--- config.mk ---
export PLATFORM = sky130hd
export DESIGN_NAME = exc_level_ctrl
export DESIGN_NICKNAME = d
export VERILOG_FILES = /design/src/rtl/exc_lvl_pkg.sv /design/src/rtl/exc_lvl_route.sv /design/src/rtl/exc_lvl_vector.sv /design/src/rtl/exc_lvl_bank.sv /design/src/rtl/exc_level_ctrl.sv
export SDC_FILE = /design/constraint.sdc
export NUM_CORES = 2
export LEC_CHECK = 0
export BUFFER_PORTS_ARGS = -buffer_cell sky130_fd_sc_hd__buf_2
export CAP_MARGIN = 10
export CORE_MARGIN = 2
export CORE_UTILIZATION = 50
export DETAILED_ROUTE_END_ITERATION = 10
export GPL_TIMING_DRIVEN = 1
export HOLD_SLACK_MARGIN = 0.1
export PLACE_DENSITY_LB_ADDON = 0.12
export SLEW_MARGIN = 20
export SYNTH_ARGS = -nofsm -noshare
export SYNTH_HDL_FRONTEND = slang
export SYNTH_SLANG_ARGS = --single-unit
--- constraint.sdc ---
create_clock -name clk -period 2.73 [get_ports clk]
set_input_delay 0.1365 -clock clk [delete_from_list [all_inputs] [get_ports clk]]
set_output_delay 0.1365 -clock clk [all_outputs]
set_load 0.02 [all_outputs]
--- src/rtl/exc_lvl_pkg.sv ---
package exc_lvl_pkg;

  typedef enum logic [2:0] {
    EK_SVC   = 3'd0,
    EK_SMC   = 3'd1,
    EK_IRQ   = 3'd2,
    EK_FIQ   = 3'd3,
    EK_ABORT = 3'd4
  } exc_kind_e;

  typedef enum logic [1:0] {
    BK_LINK = 2'd0,
    BK_STAT = 2'd1,
    BK_SP   = 2'd2
  } bank_sel_e;

  // status word field positions
  localparam int ST_SPSEL   = 0;
  localparam int ST_LVL_LO  = 2;
  localparam int ST_MASK_LO = 6;

  // configuration word bit positions
  localparam int CFG_NS     = 0;
  localparam int CFG_IRQ3   = 1;
  localparam int CFG_FIQ3   = 2;
  localparam int CFG_L1W64  = 10;

  // vector offsets
  localparam logic [11:0] OFF_IRQ   = 12'h080;
  localparam logic [11:0] OFF_FIQ   = 12'h100;
  localparam logic [11:0] OFF_SAME  = 12'h200;
  localparam logic [11:0] OFF_LOWER = 12'h400;

  typedef struct packed {
    logic [1:0] lvl;
    logic       spsel;
    logic [3:0] daif;   // D, A, I, F from msb to lsb
  } pstate_t;

endpackage

--- src/rtl/exc_lvl_route.sv ---
module exc_lvl_route
  import exc_lvl_pkg::*;
#(
  parameter bit HAS_L2 = 1'b1,
  parameter bit HAS_L3 = 1'b1
) (
  input  logic [2:0] kind,
  input  logic [1:0] cur_lvl,
  input  logic       irq_to_top,
  input  logic       fiq_to_top,
  output logic [1:0] tgt_lvl,
  output logic       tgt_absent
);

  logic [1:0] floor_lvl;

  assign floor_lvl = (cur_lvl == 2'd0) ? 2'd1 : cur_lvl;

  always_comb begin
    unique case (exc_kind_e'(kind))
      EK_SMC:  tgt_lvl = 2'd3;
      EK_IRQ:  tgt_lvl = irq_to_top ? 2'd3 : floor_lvl;
      EK_FIQ:  tgt_lvl = fiq_to_top ? 2'd3 : floor_lvl;
      default: tgt_lvl = floor_lvl;
    endcase
  end

  assign tgt_absent = ((tgt_lvl == 2'd3) && !HAS_L3) ||
                      ((tgt_lvl == 2'd2) && !HAS_L2);

endmodule

--- src/rtl/exc_lvl_vector.sv ---
module exc_lvl_vector
  import exc_lvl_pkg::*;
#(
  parameter int              PC_W    = 64,
  parameter logic [PC_W-1:0] BASE_L1 = 'h1000,
  parameter logic [PC_W-1:0] BASE_L2 = 'h2000,
  parameter logic [PC_W-1:0] BASE_L3 = 'h3000
) (
  input  logic [2:0]      kind,
  input  logic [1:0]      cur_lvl,
  input  logic [1:0]      tgt_lvl,
  output logic [PC_W-1:0] vec
);

  localparam int PAD = PC_W - 12;

  logic [PC_W-1:0] base;
  logic [11:0]     kind_off;
  logic [11:0]     from_off;

  always_comb begin
    unique case (tgt_lvl)
      2'd2:    base = BASE_L2;
      2'd3:    base = BASE_L3;
      default: base = BASE_L1;
    endcase
  end

  always_comb begin
    unique case (exc_kind_e'(kind))
      EK_IRQ:  kind_off = OFF_IRQ;
      EK_FIQ:  kind_off = OFF_FIQ;
      default: kind_off = 12'h000;
    endcase
  end

  assign from_off = (tgt_lvl == cur_lvl) ? OFF_SAME : OFF_LOWER;

  assign vec = base + {{PAD{1'b0}}, kind_off} + {{PAD{1'b0}}, from_off};

endmodule

--- src/rtl/exc_lvl_bank.sv ---
module exc_lvl_bank
  import exc_lvl_pkg::*;
#(
  parameter int PC_W   = 64,
  parameter int ST_W   = 32,
  parameter bit HAS_L2 = 1'b1,
  parameter bit HAS_L3 = 1'b1
) (
  input  logic            clk,
  input  logic            rst_n,
  input  logic            ent_en,
  input  logic [1:0]      ent_lvl,
  input  logic [PC_W-1:0] ent_pc,
  input  logic [ST_W-1:0] ent_st,
  input  logic            wr_en,
  input  logic [1:0]      wr_sel,
  input  logic [1:0]      wr_lvl,
  input  logic [1:0]      wr_sp_idx,
  input  logic [PC_W-1:0] wr_data,
  input  logic [1:0]      rd_lvl,
  input  logic [1:0]      sp_idx,
  output logic [PC_W-1:0] rd_link,
  output logic [ST_W-1:0] rd_stat,
  output logic [PC_W-1:0] sp_q
);

  localparam int NLVL = 4;

  logic [PC_W-1:0] link_w [NLVL];
  logic [ST_W-1:0] stat_w [NLVL];
  logic [PC_W-1:0] sp_w   [NLVL];

  // level 0 has no link or saved-status bank
  assign link_w[0] = '0;
  assign stat_w[0] = '0;

  for (genvar g = 1; g < NLVL; g++) begin : g_lvl
    localparam logic [1:0] LV      = 2'(g);
    localparam bit         PRESENT = (g == 2) ? HAS_L2 : ((g == 3) ? HAS_L3 : 1'b1);
    if (PRESENT) begin : g_on
      logic [PC_W-1:0] link_q;
      logic [ST_W-1:0] stat_q;
      always_ff @(posedge clk) begin
        if (!rst_n) begin
          link_q <= '0;
          stat_q <= '0;
        end else if (ent_en && ent_lvl == LV) begin
          link_q <= ent_pc;
          stat_q <= ent_st;
        end else if (wr_en && wr_lvl == LV) begin
          if (wr_sel == BK_LINK) link_q <= wr_data;
          if (wr_sel == BK_STAT) stat_q <= wr_data[ST_W-1:0];
        end
      end
      assign link_w[g] = link_q;
      assign stat_w[g] = stat_q;
    end else begin : g_off
      assign link_w[g] = '0;
      assign stat_w[g] = '0;
    end
  end

  for (genvar s = 0; s < NLVL; s++) begin : g_sp
    localparam logic [1:0] SV = 2'(s);
    logic [PC_W-1:0] sp_r;
    always_ff @(posedge clk) begin
      if (!rst_n)                                         sp_r <= '0;
      else if (wr_en && wr_sel == BK_SP && wr_sp_idx == SV) sp_r <= wr_data;
    end
    assign sp_w[s] = sp_r;
  end

  assign rd_link = link_w[rd_lvl];
  assign rd_stat = stat_w[rd_lvl];
  assign sp_q    = sp_w[sp_idx];

endmodule

--- src/rtl/exc_level_ctrl.sv ---
module exc_level_ctrl
  import exc_lvl_pkg::*;
#(
  parameter int              PC_W        = 64,
  parameter int              ST_W        = 32,
  parameter int              CFG_W       = 32,
  parameter bit              HAS_L2      = 1'b1,
  parameter bit              HAS_L3      = 1'b1,
  parameter logic [PC_W-1:0] VEC_BASE_L1 = 'h1000,
  parameter logic [PC_W-1:0] VEC_BASE_L2 = 'h2000,
  parameter logic [PC_W-1:0] VEC_BASE_L3 = 'h3000
) (
  input  logic            clk,
  input  logic            rst_n,
  input  logic            req_valid,
  output logic            req_ready,
  input  logic [2:0]      req_kind,
  input  logic [PC_W-1:0] req_pc,
  input  logic [ST_W-1:0] req_status,
  input  logic            eret_i,
  input  logic            cfg_we,
  input  logic [CFG_W-1:0] cfg_wdata,
  input  logic            bank_we,
  input  logic [1:0]      bank_sel,
  input  logic [PC_W-1:0] bank_wdata,
  output logic            redir_valid,
  output logic [PC_W-1:0] redir_pc,
  output logic            illegal,
  output logic [1:0]      cur_level,
  output logic            cur_secure,
  output logic [ST_W-1:0] cur_status,
  output logic [1:0]      sp_bank,
  output logic [PC_W-1:0] sp_value,
  output logic [PC_W-1:0] cur_link,
  output logic [ST_W-1:0] cur_saved,
  output logic            lvl1_64bit
);

  localparam logic [1:0] RST_LVL = HAS_L3 ? 2'd3 : (HAS_L2 ? 2'd2 : 2'd1);

  pstate_t         ps_q;
  logic            cfg_ns_q, cfg_irq3_q, cfg_fiq3_q, cfg_w64_q;
  logic            redir_valid_q, illegal_q;
  logic [PC_W-1:0] redir_pc_q;

  logic            masked, take;
  logic [1:0]      ent_tgt;
  logic            ent_absent;
  logic [PC_W-1:0] ent_vec;
  logic [ST_W-1:0] ent_saved, live_status;
  logic [1:0]      ret_tgt;
  logic            ret_bad;
  logic [1:0]      sp_idx;
  logic            bank_wr_ok;

  // --- request acceptance -------------------------------------------------
  always_comb begin
    masked = 1'b0;
    if (exc_kind_e'(req_kind) == EK_IRQ) masked = ps_q.daif[1];
    if (exc_kind_e'(req_kind) == EK_FIQ) masked = ps_q.daif[0];
  end

  assign req_ready = !eret_i && !masked;
  assign take      = req_valid && req_ready;

  exc_lvl_route #(.HAS_L2(HAS_L2), .HAS_L3(HAS_L3)) u_route (
    .kind       (req_kind),
    .cur_lvl    (ps_q.lvl),
    .irq_to_top (cfg_irq3_q),
    .fiq_to_top (cfg_fiq3_q),
    .tgt_lvl    (ent_tgt),
    .tgt_absent (ent_absent)
  );

  exc_lvl_vector #(
    .PC_W(PC_W), .BASE_L1(VEC_BASE_L1), .BASE_L2(VEC_BASE_L2), .BASE_L3(VEC_BASE_L3)
  ) u_vec (
    .kind    (req_kind),
    .cur_lvl (ps_q.lvl),
    .tgt_lvl (ent_tgt),
    .vec     (ent_vec)
  );

  // --- status word views --------------------------------------------------
  always_comb begin
    live_status                        = '0;
    live_status[ST_SPSEL]              = ps_q.spsel;
    live_status[ST_LVL_LO +: 2]        = ps_q.lvl;
    live_status[ST_MASK_LO +: 4]       = ps_q.daif;
    ent_saved                          = req_status;
    ent_saved[ST_SPSEL]                = ps_q.spsel;
    ent_saved[ST_LVL_LO +: 2]          = ps_q.lvl;
    ent_saved[ST_MASK_LO +: 4]         = ps_q.daif;
  end

  // --- return legality ----------------------------------------------------
  assign ret_tgt = cur_saved[ST_LVL_LO +: 2];

  always_comb begin
    ret_bad = 1'b0;
    if (ps_q.lvl == 2'd0)                          ret_bad = 1'b1;
    if (ret_tgt > ps_q.lvl)                        ret_bad = 1'b1;
    if (ret_tgt == 2'd2 && (!HAS_L2 || !cfg_ns_q)) ret_bad = 1'b1;
    if (ret_tgt == 2'd3 && !HAS_L3)                ret_bad = 1'b1;
  end

  // --- banked registers ---------------------------------------------------
  assign sp_idx     = (ps_q.spsel && ps_q.lvl != 2'd0) ? ps_q.lvl : 2'd0;
  assign bank_wr_ok = bank_we && !take && !eret_i;

  exc_lvl_bank #(.PC_W(PC_W), .ST_W(ST_W), .HAS_L2(HAS_L2), .HAS_L3(HAS_L3)) u_bank (
    .clk       (clk),
    .rst_n     (rst_n),
    .ent_en    (take && !ent_absent),
    .ent_lvl   (ent_tgt),
    .ent_pc    (req_pc),
    .ent_st    (ent_saved),
    .wr_en     (bank_wr_ok),
    .wr_sel    (bank_sel),
    .wr_lvl    (ps_q.lvl),
    .wr_sp_idx (sp_idx),
    .wr_data   (bank_wdata),
    .rd_lvl    (ps_q.lvl),
    .sp_idx    (sp_idx),
    .rd_link   (cur_link),
    .rd_stat   (cur_saved),
    .sp_q      (sp_value)
  );

  // --- state update -------------------------------------------------------
  always_ff @(posedge clk) begin
    if (!rst_n) begin
      ps_q          <= '{lvl: RST_LVL, spsel: 1'b1, daif: 4'hF};
      cfg_ns_q      <= !HAS_L3;
      cfg_irq3_q    <= 1'b0;
      cfg_fiq3_q    <= 1'b0;
      cfg_w64_q     <= 1'b0;
      redir_valid_q <= 1'b0;
      redir_pc_q    <= '0;
      illegal_q     <= 1'b0;
    end else begin
      redir_valid_q <= 1'b0;
      illegal_q     <= 1'b0;
      if (cfg_we) begin
        cfg_ns_q   <= cfg_wdata[CFG_NS];
        cfg_irq3_q <= cfg_wdata[CFG_IRQ3];
        cfg_fiq3_q <= cfg_wdata[CFG_FIQ3];
        cfg_w64_q  <= cfg_wdata[CFG_L1W64];
      end
      if (eret_i) begin
        if (ret_bad) begin
          illegal_q <= 1'b1;
        end else begin
          ps_q.lvl      <= ret_tgt;
          ps_q.spsel    <= cur_saved[ST_SPSEL];
          ps_q.daif     <= cur_saved[ST_MASK_LO +: 4];
          redir_valid_q <= 1'b1;
          redir_pc_q    <= cur_link;
        end
      end else if (take) begin
        if (ent_absent) begin
          illegal_q <= 1'b1;
        end else begin
          ps_q.lvl      <= ent_tgt;
          ps_q.spsel    <= 1'b1;
          ps_q.daif     <= 4'hF;
          redir_valid_q <= 1'b1;
          redir_pc_q    <= ent_vec;
        end
      end
    end
  end

  // --- outputs ------------------------------------------------------------
  assign redir_valid = redir_valid_q;
  assign redir_pc    = redir_pc_q;
  assign illegal     = illegal_q;
  assign cur_level   = ps_q.lvl;
  assign cur_status  = live_status;
  assign sp_bank     = sp_idx;
  assign lvl1_64bit  = cfg_w64_q;
  assign cur_secure  = (ps_q.lvl == 2'd3) ? 1'b1 :
                       (ps_q.lvl == 2'd2) ? 1'b0 : !cfg_ns_q;

endmodule

Yosys cells after proc, flatten, opt, wreduce, memory -nomap -nowiden
Cells that the tools add are included.
{"block": "word_totals", "regBits": 621, "in_bits": 203, "out_inout_bits": 265, "wordCells": 135}
{"block": "classes", "add_sub_neg": 2, "n_lt_le_gt_ge": 3, "n_eq_ne": 17, "n_mux": 48, "bitwise": 2, "reduce_logical": 43}
{"operator": "2-to-1 mux 64 bit", "n": 14}
{"operator": "2-to-1 mux 32 bit", "n": 9}
{"operator": "binary-select mux 64 bit (select 2 bit)", "n": 2}
{"operator": "adder 64 x 12 -> 64 bit", "n": 1}
{"operator": "binary-select mux 32 bit (select 2 bit)", "n": 1}
{"operator": "case mux 14 bit (2 select lines)", "n": 1}
{"operator": "nonzero test 2 bit", "n": 11}
{"operator": "2-to-1 mux 7 bit", "n": 3}
{"operator": "case mux 9 bit (2 select lines)", "n": 1}
{"operator": "logical AND 1 bit", "n": 17}
{"operator": "== test 2 bit, second input constant", "n": 8}
{"operator": "AND reduction 2 bit", "n": 8}
{"operator": "adder 14 x 9 -> 15 bit", "n": 1}
{"operator": "2-to-1 mux 1 bit", "n": 11}
{"operator": "2-to-1 mux 11 bit", "n": 1}
{"operator": "== test 2 x 1 -> 1 bit, second input constant", "n": 4}
{"operator": "2-to-1 mux 2 bit", "n": 4}
{"operator": "== test 3 x 2 -> 1 bit, second input constant", "n": 2}
{"operator": "greater-or-equal comparator 3 bit, second input constant", "n": 2}
{"operator": "logical NOT 2 bit", "n": 3}
{"operator": "inverter 2 -> 3 bit", "n": 2}
{"operator": "case mux 2 bit (3 select lines)", "n": 1}
{"operator": "logical NOT 1 bit", "n": 4}
{"operator": "== test 3 x 1 -> 1 bit, second input constant", "n": 1}
{"operator": "other kinds (3)", "n": 3}

Depth between registers and ports, before layout
{"block": "logic_depth", "ltp_word": 12, "ltp_mapped": 11, "depth_no_buf": 8}

Modules after synthesis
From an unflattened synthesis, not the netlist that was laid out.
{"block": "unflattened", "cells_unflattened": 3466, "hier_area_um2": 31073.6}
{"mod": "exc_lvl_bank", "n_inst": 1, "cells_each": 2937, "area_each_um2": 26285.2, "seq_area_each_um2": 10890.4}
{"mod": "exc_level_ctrl", "n_inst": 1, "cells_each": 453, "area_each_um2": 4227.8, "seq_area_each_um2": 1541.5}
{"mod": "exc_lvl_vector", "n_inst": 1, "cells_each": 67, "area_each_um2": 494.2, "seq_area_each_um2": 0.0}
{"mod": "exc_lvl_route", "n_inst": 1, "cells_each": 9, "area_each_um2": 66.3, "seq_area_each_um2": 0.0}

Worst setup path before layout
Ideal clock, no wire load.
{"block": "synth_timing", "path_kind": "reg2reg", "startpoint": "register ps_q (netlist bit cur_level[0])", "endpoint": "register redir_pc_q[53] (netlist: redir_pc[53])", "setup_ns": 0.071, "arrival_time_ns": 2.983, "t_required_ns": 2.659, "slack_ns": -0.324, "stages_incl_launch_ff": 12, "path_buffers": 3, "synth_period_minus_slack_ns": 3.054, "path_cell_list": "dfxtp_1 > buf_2 > a21oi_1 > a21oi_1 > ha_1 > nor2b_1 > o21ai_0 > o211a_1 > clkbuf_1 > buf_1 > nand4_1 > a21oi_1"}
{"block": "synth_between", "word_cells_on_any_way": 30, "cone_classes": "2 x add/sub; 1 x order compare; 5 x eq/ne; 18 x mux; 1 x bitwise; 3 x reduce/logical"}
{"element": "start, declared", "line": "exc_level_ctrl.sv:41", "source": "pstate_t ps_q;"}
{"element": "start signal, assigned", "line": "exc_level_ctrl.sv:133", "source": "ps_q <= '{lvl: RST_LVL, spsel: 1'b1, daif: 4'hF};"}
{"element": "inverter 2 -> 3 bit (implied by the code) (*)", "line": "exc_lvl_bank.sv:74", "source": "assign rd_stat = stat_w[rd_lvl];"}
{"element": "binary-select mux 32 bit (select 2 bit) (*)", "line": "exc_lvl_bank.sv:74"}
{"element": "2-to-1 mux 32 bit (implied by the code) (*) (2 in series)", "line": "exc_lvl_bank.sv:74"}
{"element": "net cur_saved[3]", "line": "exc_level_ctrl.sv:35", "source": "output logic [ST_W-1:0] cur_saved,"}
{"element": "> comparator 2 bit or == test 2 bit (tied branches)", "line": "exc_level_ctrl.sv:102, exc_level_ctrl.sv:103"}
{"element": "2-to-1 mux 1 bit or logical AND 1 bit (tied branches)", "line": "exc_level_ctrl.sv:102, exc_level_ctrl.sv:103"}
{"element": "2-to-1 mux 1 bit (*)", "line": "exc_level_ctrl.sv:103", "source": "if (ret_tgt == 2'd2 && (!HAS_L2 || !cfg_ns_q)) ret_bad = 1'b1;"}
{"element": "inequality test 2 bit (no line) (*)"}
{"element": "AND reduction 2 bit (no line) (*)"}
{"element": "end signal, assigned", "line": "exc_level_ctrl.sv:158", "source": "redir_pc_q <= cur_link;"}
{"element": "end signal, assigned", "line": "exc_level_ctrl.sv:168", "source": "redir_pc_q <= ent_vec;"}
{"element": "end, declared", "line": "exc_level_ctrl.sv:44", "source": "logic [PC_W-1:0] redir_pc_q;"}
The timed path passes the listed nets; every way through them passes the cells marked *. The select of a mux whose other input is x is not followed.
A chain may end at the register's enable or synchronous reset.

Worst setup path after layout
{"block": "layout_timing", "startpoint": "register ps_q (netlist bit cur_level[0])", "endpoint": "output cur_link[62]"}
{"block": "layout_between", "elab_chain_cells": 4}
{"element": "inverter 2 -> 3 bit (implied by the code)", "line": "exc_lvl_bank.sv:73", "source": "assign rd_link = link_w[rd_lvl];"}
{"element": "binary-select mux 64 bit (select 2 bit)", "line": "exc_lvl_bank.sv:73"}
{"element": "2-to-1 mux 64 bit (implied by the code) (2 in series)", "line": "exc_lvl_bank.sv:73"}
{"element": "end, declared", "line": "exc_level_ctrl.sv:34", "source": "output logic [PC_W-1:0] cur_link,"}
Every way passes these cells. The select of a mux whose other input is x is not followed.

==> summary.txt <==
Global route
  – Total GRT Usage: 0.356
  – Layer with the highest usage: met2
  – M2 GR Usage: 0.579
  – Met1 usage: 0.441
  – First-pass GRT wire length: 158,000 µm
  – Initial antenna violation count: 14
  – GRT met3 Usage: 0.0789
  – Vias in the first global route: 26,900
  – Largest net degree at the start of global routing: 160
  – Total grt overflow: 0

Yosys
  – Ys flop type: dfxtp_1
  – Leading area contributor after synthesis: dfxtp_1
  – Ys async rst share: 0
  – Synth Cell Area: 0.0274 mm²
  – Seq/Total Area, Yosys: 0.454
  – Synth top area share: 0.454
  – Netlist cell types: 55
  – Yosys synthesis warning count: 0
  – Syn_area_per_cell: 8.10 µm²
  – Top cells by area, synth: dfxtp_1 (45%), o21ai_0 (9.5%), nand2_1 (8.3%), nand3_1 (7.2%), o221ai_1 (4.0%)
  – Post-synth EDFFs: 0
  – Yosys reg bits: 621
  – Cells after synthesis: 3,379

Route
  – Detail Route Antenna Nets: 0
  – Via count: 28,600
  – Drt first pass iters: 8
  – Initial drt markers: 3,365
  – Final WL: 106,000 µm
  – Wire length per cell: 23.4 µm
  – Number of vias per cell: 6.33
  – Post-route DRC: 0

Floorplanning
  – Die ar.: 0.0566 mm²
  – Ports: 468
  – Core Rows: 85
  – Core Area: 0.0539 mm²
  – Die X: 238 µm
  – Starting Density: 0.507
  – Die Ht: 238 µm

Layout
  – Storage element area: 0.0124 mm²
  – Layout Nets: 3,971
  – Area grow syn2layout: 23.4%
  – Multi-input logic area: 0.0134 mm²
  – Fin area: 0.0338 mm²
  – Fillcell total: 4,635
  – Layout cell share with drive strength beyond 1: 0.174

Power
  – Final Power: 24.3 mW
  – Pwr dens: 720 mW/mm²
  – Pleak: 13.2 nW
  – Max IR drop VDD: 500 µV

Worst setup path
  – Worst Setup SP: cur_level[0]
  – Crit end category: primary output
  – R2R Setup Slk: 0.15 ns
  – Crit start category: flip-flop
  – Crit Path Max Fanout: 29
  – Reg2Reg Launch Point: cur_level[1]
  – Critical path data arrival time: 2.55 ns
  – Worst Path Required: 2.59 ns
  – Worst Setup Path Type: reg -> out

STA
  – Hold Fails Final Rpt: 0
  – Final setup viols: 0
  – Rel. slew slack: 0.287
  – Pins Over Slew Limit: 0
  – Final period utilization: 0.982
  – Max frequency: 0.373 GHz
  – Tmin final: 2.68 ns
  – Worst-margin pin slew: 1.07 ns
  – Final Skew: 0.0123 ns

Clocking
  – TritonCTS Sinks: 621
  – CTS buffer count: 69
  – Maximum root-to-sink buffer count: 3
  – H-Tree Depth: 3
  – Clock Pin Slew Worst Setup and Hold Paths: 0.06 ns
  – CTS tree: yes
  – Clock root cell: clkbuf_16
  – Latest clock arrival within the worst-skew pair: 0.60 ns

Placement
  – Gp weighted congestion: 0.896
  – Instance area after placement: 0.0298 mm²
  – HPWL after DPL: 68,100 µm
  – Port Buffers: 407

Hold path
  – Hold_sp: req_kind[1]
  – Hold Crit Class: in -> reg

Run
  – Max Cap Viol: 0

Outcome
  – Status: completed
[placed cells by master, fill, tap and decap left out, drive strengths merged, types with 7 or more instances in the layout]
master,instances
nand2b,36
conb,25
diode,11
a21oi,79
o21ai,524
o22ai,31
mux2i,110
a22oi,96
nand3,393
nor2,17
clkbuf,105
clkinv,8
inv,7
a211oi,11
mux2,16
nand4,58
dfxtp,621
buf,508
a31oi,158
o221ai,126
dlygate4sd3,166
o211ai,64
nand2,606
[final timing paths]
path / to / depth (start not counted)
setup reg to reg: u_bank.g_lvl[3].g_on.link_q[21] / 7
hold / removal: redir_pc[7] / 5
setup / recovery: cur_link[62] / 5
hold reg to reg: redir_pc[13] / 2
[cell families (layout without fill, tap and decap cells)]
group,Yosys count,count (layout),synth area share
and+or+nand+nor,1137,1137,0.187
AOI/OAI and AO/OA,1100,1100,0.245
DFF,621,621,0.454
buffers and inverters,391,796,0.0652
muxes,126,126,0.0470
adders and majority gates,3,3,0.00128
other,1,36,0.000137
[per-layer routing]
metal	part of all wire	wire length, µm	up-vias
li1	-	-	13000
met5	0.00078	82	-
met2	0.46	48900	1567
met1	0.38	40300	13600
met3	0.095	10100	311
met4	0.058	6140	14
[cells in the mapped netlist, types with 2 or more instances]
cell and count:
inv_1 4, buf_2 45, nor2_1 17, mux2_2 16
o21ai_1 5, o22ai_1 31, o211ai_1 63, a31oi_1 158
buf_6 16, nor3_2 2, nor2b_1 6, o211a_1 2
nor3_1 3, o221ai_1 126, o21ai_0 518, inv_2 2
a211oi_1 11, nand4_1 58, clkbuf_1 221, ha_1 2
mux2i_1 109, nand3_1 393, nor4_1 5, a22oi_1 95
a311oi_1 3, nand2_1 606, buf_4 37, dfxtp_1 621
nand2b_1 36, or3_1 2, a21oi_1 78, buf_1 65
[flip-flops by register name, indices dropped and copies added (netlist names)]
name,flops
u_bank.g_sp.sp_r,256
u_bank.g_lvl.g_on.link_q,192
u_bank.g_lvl.g_on.stat_q,96
cfg_ns_q,1
cfg_irq3_q,1
redir_valid,1
cfg_fiq3_q,1
lvl1_64bit,1
cur_level,2
cur_status,5
redir_pc,64
illegal,1
[layout make-up]
type	count	area share
repair buffers	676	0.143
multi-input cells	2391	0.397
clock buffers	103	0.0609
inverters	7	0.000815
flip-flops and latches	621	0.368
clock inverters	10	0.00241
well taps	696	0.0258
diodes	11	0.000815
[worst max-delay path, stage by stage, from the launching register on]
cell and delay (ns):
dfxtp_4 0.40, buf_8 0.16, clkinv_2 0.21, buf_4 0.34, o21ai_0 0.49, buf_2 0.31
[per-stage QoR]
step	setup slack, ns	std cells	TNS [ns]	util	hold WS [ns]
2_1_floorplan	0.0570	3403	0	-	0.283
3_3_place_gp	0.180	4218	0	0.551	0.371
3_5_place_dp	0.0730	4219	0	0.552	0.398
4_1_cts	-0.0484	4500	-0.439	0.624	0.135
5_1_grt	-0.0138	4511	-0.0641	0.626	0.187
6_report	0.0483	4515	0	0.626	0.167
[repair_timing]
action	CTS	global route
setup endpoints to repair	104	136
resized for setup	33	14
pin swaps	1	1
hold buffers	166	0
setup buffers	1	4
hold endpoints to repair	426	0
cloned	1	0
[power by group]
group / internal (mW) / total, mW / switching, mW
Sequential: 9.49 / 9.73 / 0.247
Clock: 5.26 / 8.96 / 3.70
Combinational: 1.69 / 5.62 / 3.92
(Power assumes the default switching activity.)
